--- src/rtl/pgc_pkg.sv ---
package pgc_pkg;

  typedef enum logic [1:0] {
    ST_ON    = 2'd0,
    ST_DRAIN = 2'd1,
    ST_OFF   = 2'd2,
    ST_WAKE  = 2'd3
  } gateState_t;

  typedef struct packed {
    logic inOff;
    logic inWake;
    logic offStart;
    logic offExit;
  } ctlStrobe_t;

endpackage

--- src/rtl/pgc_datapath.sv ---
module pgc_datapath
  import pgc_pkg::*;
#(
  parameter int WAKE_LAT = 12,
  parameter int BET_CYC  = 10,
  parameter int WIN_LEN  = 32,
  parameter int RATE_W   = 6
) (
  input  logic              clk,
  input  logic              rstN,
  input  logic              vcReq,
  input  logic [RATE_W-1:0] rateThresh,
  input  ctlStrobe_t        strobe,
  output logic              wakeDone,
  output logic              rateHigh,
  output logic              betMet
);

  localparam int WIN_W  = (WIN_LEN > 1) ? $clog2(WIN_LEN) : 1;
  localparam int WAKE_W = $clog2(WAKE_LAT + 1);
  localparam int OFF_W  = $clog2(BET_CYC + 1);

  logic [WIN_W-1:0]  winCnt;
  logic [RATE_W-1:0] reqCnt;
  logic [WAKE_W-1:0] wakeCnt;
  logic [OFF_W-1:0]  offCnt;
  logic              winEnd;

  assign winEnd   = (int'(winCnt) == WIN_LEN - 1);
  assign wakeDone = strobe.inWake && (int'(wakeCnt) == WAKE_LAT - 1);

  // request-rate window
  always_ff @(posedge clk or negedge rstN) begin
    if (!rstN) begin
      winCnt   <= '0;
      reqCnt   <= '0;
      rateHigh <= 1'b0;
    end else if (winEnd) begin
      winCnt   <= '0;
      reqCnt   <= '0;
      rateHigh <= (int'(reqCnt) + int'(vcReq)) > int'(rateThresh);
    end else begin
      winCnt <= winCnt + 1'b1;
      reqCnt <= reqCnt + RATE_W'(vcReq);
    end
  end

  // wakeup latency counter
  always_ff @(posedge clk or negedge rstN) begin
    if (!rstN) begin
      wakeCnt <= '0;
    end else if (strobe.offExit) begin
      wakeCnt <= '0;
    end else if (strobe.inWake && !wakeDone) begin
      wakeCnt <= wakeCnt + 1'b1;
    end
  end

  // gated-off duration and breakeven status
  always_ff @(posedge clk or negedge rstN) begin
    if (!rstN) begin
      offCnt <= '0;
      betMet <= 1'b0;
    end else begin
      if (strobe.offStart) begin
        offCnt <= '0;
      end else if (strobe.inOff && int'(offCnt) < BET_CYC) begin
        offCnt <= offCnt + 1'b1;
      end
      if (strobe.offExit) begin
        betMet <= (int'(offCnt) + 1) >= BET_CYC;
      end
    end
  end

  assert_wake_cnt_range_R5: assert property (@(posedge clk) disable iff (!rstN)
    int'(wakeCnt) <= WAKE_LAT - 1);

  assert_req_cnt_bound_R6: assert property (@(posedge clk) disable iff (!rstN)
    int'(reqCnt) <= int'(winCnt));

  assert_bet_hold_R8: assert property (@(posedge clk) disable iff (!rstN)
    !strobe.offExit |=> $stable(betMet));

endmodule

--- src/rtl/pgc_control.sv ---
module pgc_control
  import pgc_pkg::*;
#(
  parameter int NUM_NBR = 4
) (
  input  logic               clk,
  input  logic               rstN,
  input  logic               modeSel,
  input  logic               dpEmpty,
  input  logic [NUM_NBR-1:0] nbrWake,
  input  logic               rateHigh,
  input  logic               wakeDone,
  output ctlStrobe_t         strobe,
  output logic               sleepAct,
  output logic               pgAct,
  output logic               readyAct
);

  gateState_t state, stateNxt;
  logic       wakeTrig;

  assign wakeTrig = modeSel ? rateHigh : (|nbrWake);

  always_comb begin
    stateNxt = state;
    unique case (state)
      ST_ON:    if (dpEmpty && !wakeTrig) stateNxt = ST_DRAIN;
      ST_DRAIN: stateNxt = (wakeTrig || !dpEmpty) ? ST_ON : ST_OFF;
      ST_OFF:   if (wakeTrig) stateNxt = ST_WAKE;
      ST_WAKE:  if (wakeDone) stateNxt = ST_ON;
      default:  stateNxt = ST_ON;
    endcase
  end

  always_ff @(posedge clk or negedge rstN) begin
    if (!rstN) state <= ST_ON;
    else       state <= stateNxt;
  end

  assign sleepAct = (state == ST_OFF);
  assign pgAct    = (state != ST_ON);
  assign readyAct = (state == ST_ON);

  always_comb begin
    strobe.inOff    = (state == ST_OFF);
    strobe.inWake   = (state == ST_WAKE);
    strobe.offStart = (state == ST_DRAIN) && (stateNxt == ST_OFF);
    strobe.offExit  = (state == ST_OFF) && (stateNxt == ST_WAKE);
  end

  assert_empty_before_off_R2: assert property (@(posedge clk) disable iff (!rstN)
    $rose(sleepAct) |-> $past(dpEmpty));

  assert_pg_leads_sleep_R3: assert property (@(posedge clk) disable iff (!rstN)
    $rose(sleepAct) |-> $past(pgAct));

  assert_trig_drops_sleep_R4: assert property (@(posedge clk) disable iff (!rstN)
    (state == ST_OFF && wakeTrig) |=> (!sleepAct && pgAct));

  assert_abort_no_sleep_R7: assert property (@(posedge clk) disable iff (!rstN)
    (state == ST_DRAIN && wakeTrig) |=> (readyAct && !sleepAct));

endmodule

--- src/rtl/router_gate_ctrl.sv ---
module router_gate_ctrl
  import pgc_pkg::*;
#(
  parameter  int NUM_NBR  = 4,
  parameter  int WAKE_LAT = 12,
  parameter  int BET_CYC  = 10,
  parameter  int WIN_LEN  = 32,
  localparam int RATE_W   = $clog2(WIN_LEN + 1)
) (
  input  logic               clk,
  input  logic               rstN,
  input  logic               modeSel,
  input  logic               dpEmpty,
  input  logic               vcReq,
  input  logic [RATE_W-1:0]  rateThresh,
  input  logic [NUM_NBR-1:0] nbrWake,
  input  logic [NUM_NBR-1:0] nbrPg,
  input  logic [NUM_NBR-1:0] sendReq,
  output logic               sleepOut,
  output logic [NUM_NBR-1:0] pgOut,
  output logic [NUM_NBR-1:0] wuOut,
  output logic               routerReady,
  output logic               betMet
);

  ctlStrobe_t strobe;
  logic       wakeDone;
  logic       rateHigh;
  logic       pgAct;

  pgc_control #(
    .NUM_NBR(NUM_NBR)
  ) uCtl (
    .clk     (clk),
    .rstN    (rstN),
    .modeSel (modeSel),
    .dpEmpty (dpEmpty),
    .nbrWake (nbrWake),
    .rateHigh(rateHigh),
    .wakeDone(wakeDone),
    .strobe  (strobe),
    .sleepAct(sleepOut),
    .pgAct   (pgAct),
    .readyAct(routerReady)
  );

  pgc_datapath #(
    .WAKE_LAT(WAKE_LAT),
    .BET_CYC (BET_CYC),
    .WIN_LEN (WIN_LEN),
    .RATE_W  (RATE_W)
  ) uDp (
    .clk       (clk),
    .rstN      (rstN),
    .vcReq     (vcReq),
    .rateThresh(rateThresh),
    .strobe    (strobe),
    .wakeDone  (wakeDone),
    .rateHigh  (rateHigh),
    .betMet    (betMet)
  );

  for (genvar i = 0; i < NUM_NBR; i++) begin : gNbr
    assign pgOut[i] = pgAct;
    assign wuOut[i] = sendReq[i] & nbrPg[i];
  end

endmodule

--- config.mk ---
export PLATFORM = sky130hd
export DESIGN_NAME = router_gate_ctrl
export DESIGN_NICKNAME = d
export VERILOG_FILES = /design/src/rtl/pgc_pkg.sv /design/src/rtl/pgc_datapath.sv /design/src/rtl/pgc_control.sv /design/src/rtl/router_gate_ctrl.sv
export SDC_FILE = /design/constraint.sdc
export NUM_CORES = 1
export LEC_CHECK = 0
export ABC_AREA = 1
export CAP_MARGIN = 0
export CORE_MARGIN = 2
export CORE_UTILIZATION = 40
export DETAILED_ROUTE_END_ITERATION = 10
export GPL_ROUTABILITY_DRIVEN = 0
export PLACE_DENSITY_LB_ADDON = 0.2
export SLEW_MARGIN = 10
export SYNTH_ARGS = -nofsm -noshare
export SYNTH_HDL_FRONTEND = slang
export SYNTH_SLANG_ARGS = --single-unit
--- constraint.sdc ---
create_clock -name clk -period 1.9 [get_ports clk]
set_input_delay 0.38 -clock clk [delete_from_list [all_inputs] [get_ports clk]]
set_output_delay 0.38 -clock clk [all_outputs]
set_load 0.05 [all_outputs]
# After elaboration in Yosys (flattened, before gate mapping)
# Index checks and enable logic that the tools add are counted.
[word_totals] register_bits=23 elab_cells=54
[op_classes] add_sub_neg=6 muxes=12 n_lt_le_gt_ge=3 n_reduce_logical=15 eq_ne=7 bitwise=4
[op_table] cell=">= comparator 32 x 5 -> 1 bit (second input constant)" count=1
[op_table] cell="> comparator 32 x 7 -> 1 bit" count=1
[op_table] cell="2-to-1 mux 4 bit" count=4
[op_table] cell="adder 4 x 1 -> 4 bit (second input constant)" count=2
[op_table] cell="equality test 2 bit (second input constant)" count=4
[op_table] cell="2-to-1 mux 2 bit" count=4
[op_table] cell="case mux 2 bit (4 select lines)" count=1
[op_table] cell="adder 6 x 1 -> 7 bit" count=1
[op_table] cell="adder 6 x 1 -> 6 bit" count=1
[op_table] cell="logical AND 1 bit" count=6
[op_table] cell="2-to-1 mux 6 bit" count=1
[op_table] cell="nonzero test 2 bit" count=3
[op_table] cell="adder 4 x 1 -> 5 bit (second input constant)" count=1
[op_table] cell="adder 5 x 1 -> 5 bit (second input constant)" count=1
[op_table] cell="equality test 5 x 1 -> 1 bit (second input constant)" count=1
[op_table] cell="2-to-1 mux 5 bit" count=1
[op_table] cell="bitwise AND 1 bit" count=4
[op_table] cell="equality test 4 bit (second input constant)" count=1
[op_table] cell="< comparator 4 bit (second input constant)" count=1
[op_table] cell="OR reduction 4 bit" count=1
[op_table] cell="zero test 1 bit" count=3
[op_table] cell="equality test 2 x 1 -> 1 bit (second input constant)" count=1
[op_table] cell="zero test 2 bit" count=1
[op_table] cell="logical OR 1 bit" count=1
[op_table] cell="2-to-1 mux 1 bit" count=1

# Longest topological paths before layout
# Gate-level depths: netlist of run 1.
[depth] ltp_word=9 mapped_depth=15

# By module
# From an unflattened synthesis of run 1, not the netlist that was laid out.
[unflattened] hier_cells=201 hier_area_um2=1473.9
[modules_own_cells] module="pgc_datapath" seq_area_each_um2=525.5 cells_per_inst=160 n_inst=1 area_each_um2=1227.4
[modules_own_cells] module="pgc_control" seq_area_each_um2=50.0 cells_per_inst=29 n_inst=1 area_each_um2=186.4
[modules_own_cells] module="router_gate_ctrl" seq_area_each_um2=0.0 cells_per_inst=12 n_inst=1 area_each_um2=60.1

# Worst setup path after synthesis of run 1
# OpenSTA, ideal clock, no wires.
[synth_path] path_kind="register to output" start="register uCtl.state[0]" end="output pgOut[0]" stages_incl_launch_ff=4 path_buffers=1 arrival_ns=1.593 required_time_ns=1.520 slack_ns=-0.073 cell_sequence="dfrtp_1 > nor2_1 > inv_1 > buf_4"
[synth_via] elab_chain_cells=1
[synth_lines] element="start, declared" line_no="pgc_control.sv:19" rtl="gateState_t state, stateNxt;"
[synth_lines] element="start signal, assigned" line_no="pgc_control.sv:37" rtl="else state <= stateNxt;"
[synth_lines] element="nonzero test 2 bit" line_no="pgc_control.sv:41" rtl="assign pgAct = (state != ST_ON);"
[synth_lines] element="end, declared" line_no="router_gate_ctrl.sv:20" rtl="output logic [NUM_NBR-1:0] pgOut,"
# Every way passes these cells.

# Worst setup path after layout of run 1
[layout_path] start="register uDp.reqCnt[0]" end="register uDp.rateHigh"
[layout_via] elab_chain_cells=2
[layout_lines] element="start, declared" line_no="pgc_datapath.sv:24" rtl="logic [RATE_W-1:0] reqCnt;"
[layout_lines] element="start signal, assigned" line_no="pgc_datapath.sv:44" rtl="reqCnt <= reqCnt + RATE_W'(vcReq);"
[layout_lines] element="adder 6 x 1 -> 7 bit" line_no="pgc_datapath.sv:41" rtl="rateHigh <= (int'(reqCnt) + int'(vcReq)) > int'(rateThresh);"
[layout_lines] element="> comparator 32 x 7 -> 1 bit" line_no="pgc_datapath.sv:41"
[layout_lines] element="end signal, assigned" line_no="pgc_datapath.sv:41"
[layout_lines] element="end, declared" line_no="pgc_datapath.sv:15" rtl="output logic rateHigh,"
# Every way passes these cells.
# A chain may end at the register's enable or synchronous reset.

==> run metrics, run 1 <==
slowest stage delay, CP between 0.4 and 0.5 ns; starting density of the core 42.9%; DR DRC count 0; slew margin rel. between 60% and 70%; Clock Latency Late Sink 0.31 ns; setup_tns 0 ns; worst r2r src uDp.reqCnt[0]; Final Hold Vio Count 0; via count 1199; Ys Warns 0; vias in the first global route 1144; DR pass1 iterations 2; Buffers on Ports 33; die height around 65 microns; count of cell types in the netlist 23; TritonCTS buffer count 3; setup slack, reg-to-reg around 0.085 ns; Core Util, Final between 60 and 70%; root buf cell clkbuf_4; CP Capture Type register; fraction of layout instances using a drive strength above 1 about 18%; Routed Antenna Nets 0; slowest CP cell dfrtp_1; CP required approximately 2.1 ns; total power draw 2.68 mW; gr usage total 14.4%; die width about 65 microns; Worst R2R End uDp.rateHigh; number of flops mapped to enable cells by yosys 0; Mapped Cells approximately 190; IO Count 34; FP Rows 21; top-count cell post-synth nand2_1; TritonCTS clock tree built; Worst Max-Slew Pin Slew ~0.5 ns; # hold bufs at CTS 0; Tcrit/Tclk final between 90% and 100%; clk sinks 23; total core area around 0.0034 sq mm; most area-hungry cell type in the Yosys netlist dfrtp_1; Seq/Total Area, Yosys 39.3%; crit path kind reg2reg; top cell type's share of synthesized area 39.3%; largest net degree at the start of global routing 24; Hold/Removal Path Class in2async; Total Wirelength 2.61 mm; vias per cell about 4.3; first-pass GRT wire length roughly 4.7 mm; leakage power total around 1.1 nW; top achievable clock speed between 0.5 and 0.6 GHz; Layout area overhead 41.4%; power density cells about 1300 mW/mm^2; RSZ-0062 raised after global routing yes; Primary FF master, synth dfrtp_1; Synth async-reset ratio 100%; WL/cell 9.36 microns; Synth Net Count ~230; CP Data Arrival Time roughly 2.0 ns; initial antenna violation count 0; Max clock buf depth 2; First DRT Iteration DRCs 12; CP Max Fanout 3; Synth top cells by count 45 x nand2_1, 37 x inv_1, 23 x dfrtp_1; worst slack at placement -0.466 ns; Die ar. 0.00416 sq mm; worst r2r path cells 15; run status finished clean; worst-case clock skew roughly 0.0029 ns; Ant. Diodes 0; #FFs+latches synth 23; global route total overflow 0; Nets 270; # Max-Cap Violations 0; final setup fails 0; clock-pin slew on the worst setup and hold paths between 0.1 and 0.15 ns; worst-path cell chain ha_4 -> ha_4 -> nand2_2 -> inv_2 -> nand2_2 -> xor2_2 -> inv_1 -> ha_1 -> nand2_1 -> inv_1 -> nand3_1 -> nand2_1 -> inv_2 -> nand2_1 -> nand2_1; Slew Viols, Final 0; Worst Slack Setup Final 0.0849 ns; Post-Synthesis Cell Area around 0.0015 sq mm; crit-path most repeated cell nand2_1; CTS H-tree lvls 1; DP HPWL just over 2 mm; Tmin final between 1.5 and 2 ns; main area contributors after synthesis dfrtp_1 39%, nand2_1 12%, ha_1 11%, inv_1 9.5%, nor2_1 5.6%; Startpoint Class register; Avg Cell Area, Syn approximately 7.6 sq um; Worst VDD drop 526 uV
stage by stage:
step / hold WS (ns) / instances / instance area [sq um]
3_3_place_gp: 0.448 / 273 / 1970
5_1_grt: 0.417 / 279 / 2070
3_5_place_dp: 0.454 / 273 / 1970
6_report: 0.395 / 279 / 2070
4_1_cts: 0.399 / 278 / 2040
2_1_floorplan: 0.0844 / 192 / 1470
layout by cell type (no fill, tap or decap):
master,Yosys,final
nand2_1,45,43
inv_1,37,36
or2_1,1,1
nand2_2,2,4
xnor2_1,2,2
ha_4,0,3
dfrtp_1,23,23
o21ai_1,2,2
dlygate4sd2_1,0,1
buf_4,4,9
buf_12,0,10
clkdlybuf4s50_1,0,21
nand2_4,2,2
inv_2,4,5
xor2_2,0,1
dlymetal6s2s_1,0,1
a21oi_1,5,5
xor2_1,7,6
nor2_2,1,2
o21ai_0,2,2
clkbuf_1,1,1
nor3_1,1,1
nand3b_1,1,1
ha_1,13,10
and2_1,1,1
nor2_1,22,21
nand3_1,13,12
nand3_2,1,2
nor2_4,2,2
clkbuf_4,0,3
worst max path at each step:
stage                             start  slack (ns)            to
after detailed placement          vcReq       -0.47  uDp.rateHigh
after global placement            vcReq       -0.45  uDp.rateHigh
after global routing      uDp.reqCnt[0]       -0.06  uDp.rateHigh
after CTS                 uDp.reqCnt[0]        0.03  uDp.rateHigh
final                     uDp.reqCnt[0]        0.08  uDp.rateHigh
after floorplan                   vcReq        0.02  uDp.rateHigh
per-layer routing:
metal  vias up  track usage [%]  share of wire, %
met3         6             1.56               2.7
met2        17             24.5                47
li1        650                -                 -
met5         -                0                 0
met1       526             18.1                48
met4         0             7.18               2.0
final cells by class:
class / instances / area [sq um]
repair buffers: 42 / 499
inverters: 41 / 154
clock buffers: 4 / 26.3
multi-input cells: 123 / 759
well taps: 46 / 57.6
fillers: 300 / 1340
flip-flops and latches: 23 / 576
where the power goes:
| group | switching, mW | internal, mW | leakage, nW | total (mW) |
|---|---|---|---|---|
| clock | 0.142 | 0.0822 | 0.0150 | 0.225 |
| combinational | 0.877 | 0.761 | 0.819 | 1.64 |
| sequential | 0.174 | 0.647 | 0.288 | 0.821 |
flip-flops by register name, summed over array words and instances, names as in the netlist:
signal        flops
uCtl.state        2
uDp.betMet        1
uDp.offCnt        4
uDp.rateHigh      1
uDp.reqCnt        6
uDp.wakeCnt       4
uDp.winCnt        5
critical path, delay by kind of cell (launching register included):
kind	cells	cell delay (ns)
buf+inv	4	0.18
xor+xnor	1	0.15
simple gates	7	0.38
fa+ha+maj	3	0.61
flops	1	0.41
kinds of logic (layout without fill, tap and decap cells):
kind of cell	count (synthesis)	in the layout	share of synthesized area, %
DFF	23	23	39.3
buffers and inverters	46	87	12.8
adders and majority gates	13	13	11.1
xor gates and xnor gates	9	9	5.38
and+or+nand+nor	92	92	28.4
AOI/OAI and AO/OA	9	9	3.07
timing repair:
action | in CTS | in global routing
setup endpoints to repair | 1 | 2
gates resized for setup | 6 | 6
hold endpoints to repair | 0 | 0
setup buffers | 1 | 1
pin swaps | 3 | 6
(Power assumes the default switching activity.)
==> inputs of run 2 (changes only) <==
PLACE_DENSITY = 0.69   (was not set)
PLACE_DENSITY_LB_ADDON = not set   (was 0.2)
SETUP_SLACK_MARGIN = 0.3   (was not set)
==> run 2 against run 1 <==
- the flow now finishes with violations (negative setup slack)
- clock skew is essentially flat
- maximum frequency shrank 5.1%
- combinational power grew 18%
- sequential cell count is the same
- setup slack lost 0.097 ns
- count of clock-buffer cells in the layout shrank 1
- first-iteration DRC count grew to 2.8 times the previous value
- worst hold slack gained 0.0032 ns
- die area is the same
- sequential power grew 0.7%
- non-clock buffer count grew 10
- register-to-register slack lost 0.097 ns
==> run metrics, run 2 (synthesis gave the netlist of run 1 again) <==
Tcrit/Tclk final 101%; run status finished, violations left; DR pass1 iterations 4; fraction of layout instances using a drive strength above 1 around 30%; slew margin rel. 80.5%; TritonCTS buffer count 3; CP required about 2.1 ns; global route total overflow 0; Final Hold Vio Count 0; setup_tns -0.0118 ns; slowest CP cell dfrtp_1; CP Capture Type register; WL/cell 10.2 microns; Nets 280; worst-path cell chain ha_4 -> nand3_2 -> nand3b_1 -> xor2_1 -> inv_1 -> ha_1 -> nand2_2 -> inv_2 -> nand3_2 -> nand2_2 -> inv_2 -> nand2_1 -> nand2_1; crit path kind reg2reg; clk sinks 23; CP Max Fanout 2; via count 1269; most common cell after layout, fill and taps aside nand2_1; total core area 0.00342 sq mm; # hold bufs at CTS 0; power density cells 1360 mW/mm^2; worst-case clock skew 0.00323 ns; # Max-Cap Violations 0; final setup fails 1; Worst Slack Setup Final -0.0118 ns; Worst VDD drop 727 uV; DP HPWL approximately 2.2 mm; Largest register FFs 6; Max clock buf depth 2; top achievable clock speed 0.523 GHz; Top Registers uDp.reqCnt (6), uDp.winCnt (5); vias in the first global route about 1200; gr usage total roughly 15%; RSZ-0062 raised after global routing yes; First DRT Iteration DRCs 34; total power draw roughly 3.0 mW; Hold WS about 0.40 ns; worst r2r path cells 13; Die ar. about 0.0042 sq mm; Biggest register uDp.reqCnt; Total Wirelength 2.95 mm; Worst Max-Slew Pin Slew between 0.2 and 0.3 ns; FP Rows 21; Startpoint Class register; die height 64.5 microns; CTS H-tree lvls 1; slowest stage delay, CP 0.40 ns; DR DRC count 0; IO Count 34; Tmin final approximately 1.9 ns; largest net degree at the start of global routing 24; Hold/Removal Path Class in2async; most frequent cells in the layout 39 x nand2_1, 31 x inv_1, 21 x clkdlybuf4s50_1, 21 x dfrtp_1, 19 x nor2_1; Layout area overhead 50.4%; Clock Latency Late Sink around 0.31 ns; Buffers on Ports 33; clock-pin slew on the worst setup and hold paths around 0.13 ns; Ant. Diodes 0; leakage power total 1.15 nW; initial antenna violation count 0; failing checks negative setup slack; first-pass GRT wire length 4.91 mm; Core Util, Final approximately 65%; starting density of the core between 40% and 50%; TritonCTS clock tree built; die width 64.5 microns; root buf cell clkbuf_4; Routed Antenna Nets 0; vias per cell between 4 and 5; Slew Viols, Final 0; CP Data Arrival Time between 2 and 2.5 ns
## run 2: routing by layer
metal,track usage (%),routed length [microns]
met1,19.0,1330
met5,0,0
met2,24.9,1440
met4,6.38,80
met3,2.43,96
## run 2: final timing paths
| kind | to | start | slack, ns |
|---|---|---|---|
| max in group asynchronous | uCtl.state[0] | rstN | 1.26 |
| worst min-delay path | uDp.offCnt[0] | rstN | 0.40 |
| worst min register to register | uDp.winCnt[0] | uDp.winCnt[0] | 0.47 |
| min in group clk | uDp.winCnt[0] | uDp.winCnt[0] | 0.47 |
| worst max-delay path | uDp.rateHigh | uDp.reqCnt[0] | -0.01 |
| worst max register to register | uDp.rateHigh | uDp.reqCnt[0] | -0.01 |
## run 2: cell type report
cell class,count,area [sq um]
Inverter,41,158
Sequential cell,23,578
Timing Repair Buffer,52,581
Tap cell,46,57.6
Fill cell,293,1210
Multi-Input combinational cell,123,802
Clock inverter,1,5.00
Clock buffer,3,22.5
## run 2: where the power goes
part           total [mW]  switching, mW  internal (mW)
sequential          0.827          0.176          0.651
clock               0.231          0.153         0.0787
combinational        1.94           1.01          0.932
total                3.00           1.33           1.66
## run 2: critical path, delay by kind of cell (launching register included)
family	cells	cell delay [ns]
simple gates	7	0.58
fa+ha+maj	2	0.48
flops	1	0.40
xor+xnor	1	0.21
buf+inv	3	0.16
## run 2: what timing repair did
action	in CTS	in global routing
pin swaps	4	12
setup endpoints to repair	7	10
resized for setup	8	25
setup buffers	10	2
## run 2: metrics by stage
stage / cells / instance area [sq um] / setup slack [ns]
final: 289 / 2200 / -0.0118
after global routing: 289 / 2200 / -0.107
after CTS: 287 / 2120 / 0.0360
after detailed placement: 273 / 1990 / -0.502
after global placement: 273 / 1990 / -0.437
after floorplan: 192 / 1500 / 0.125
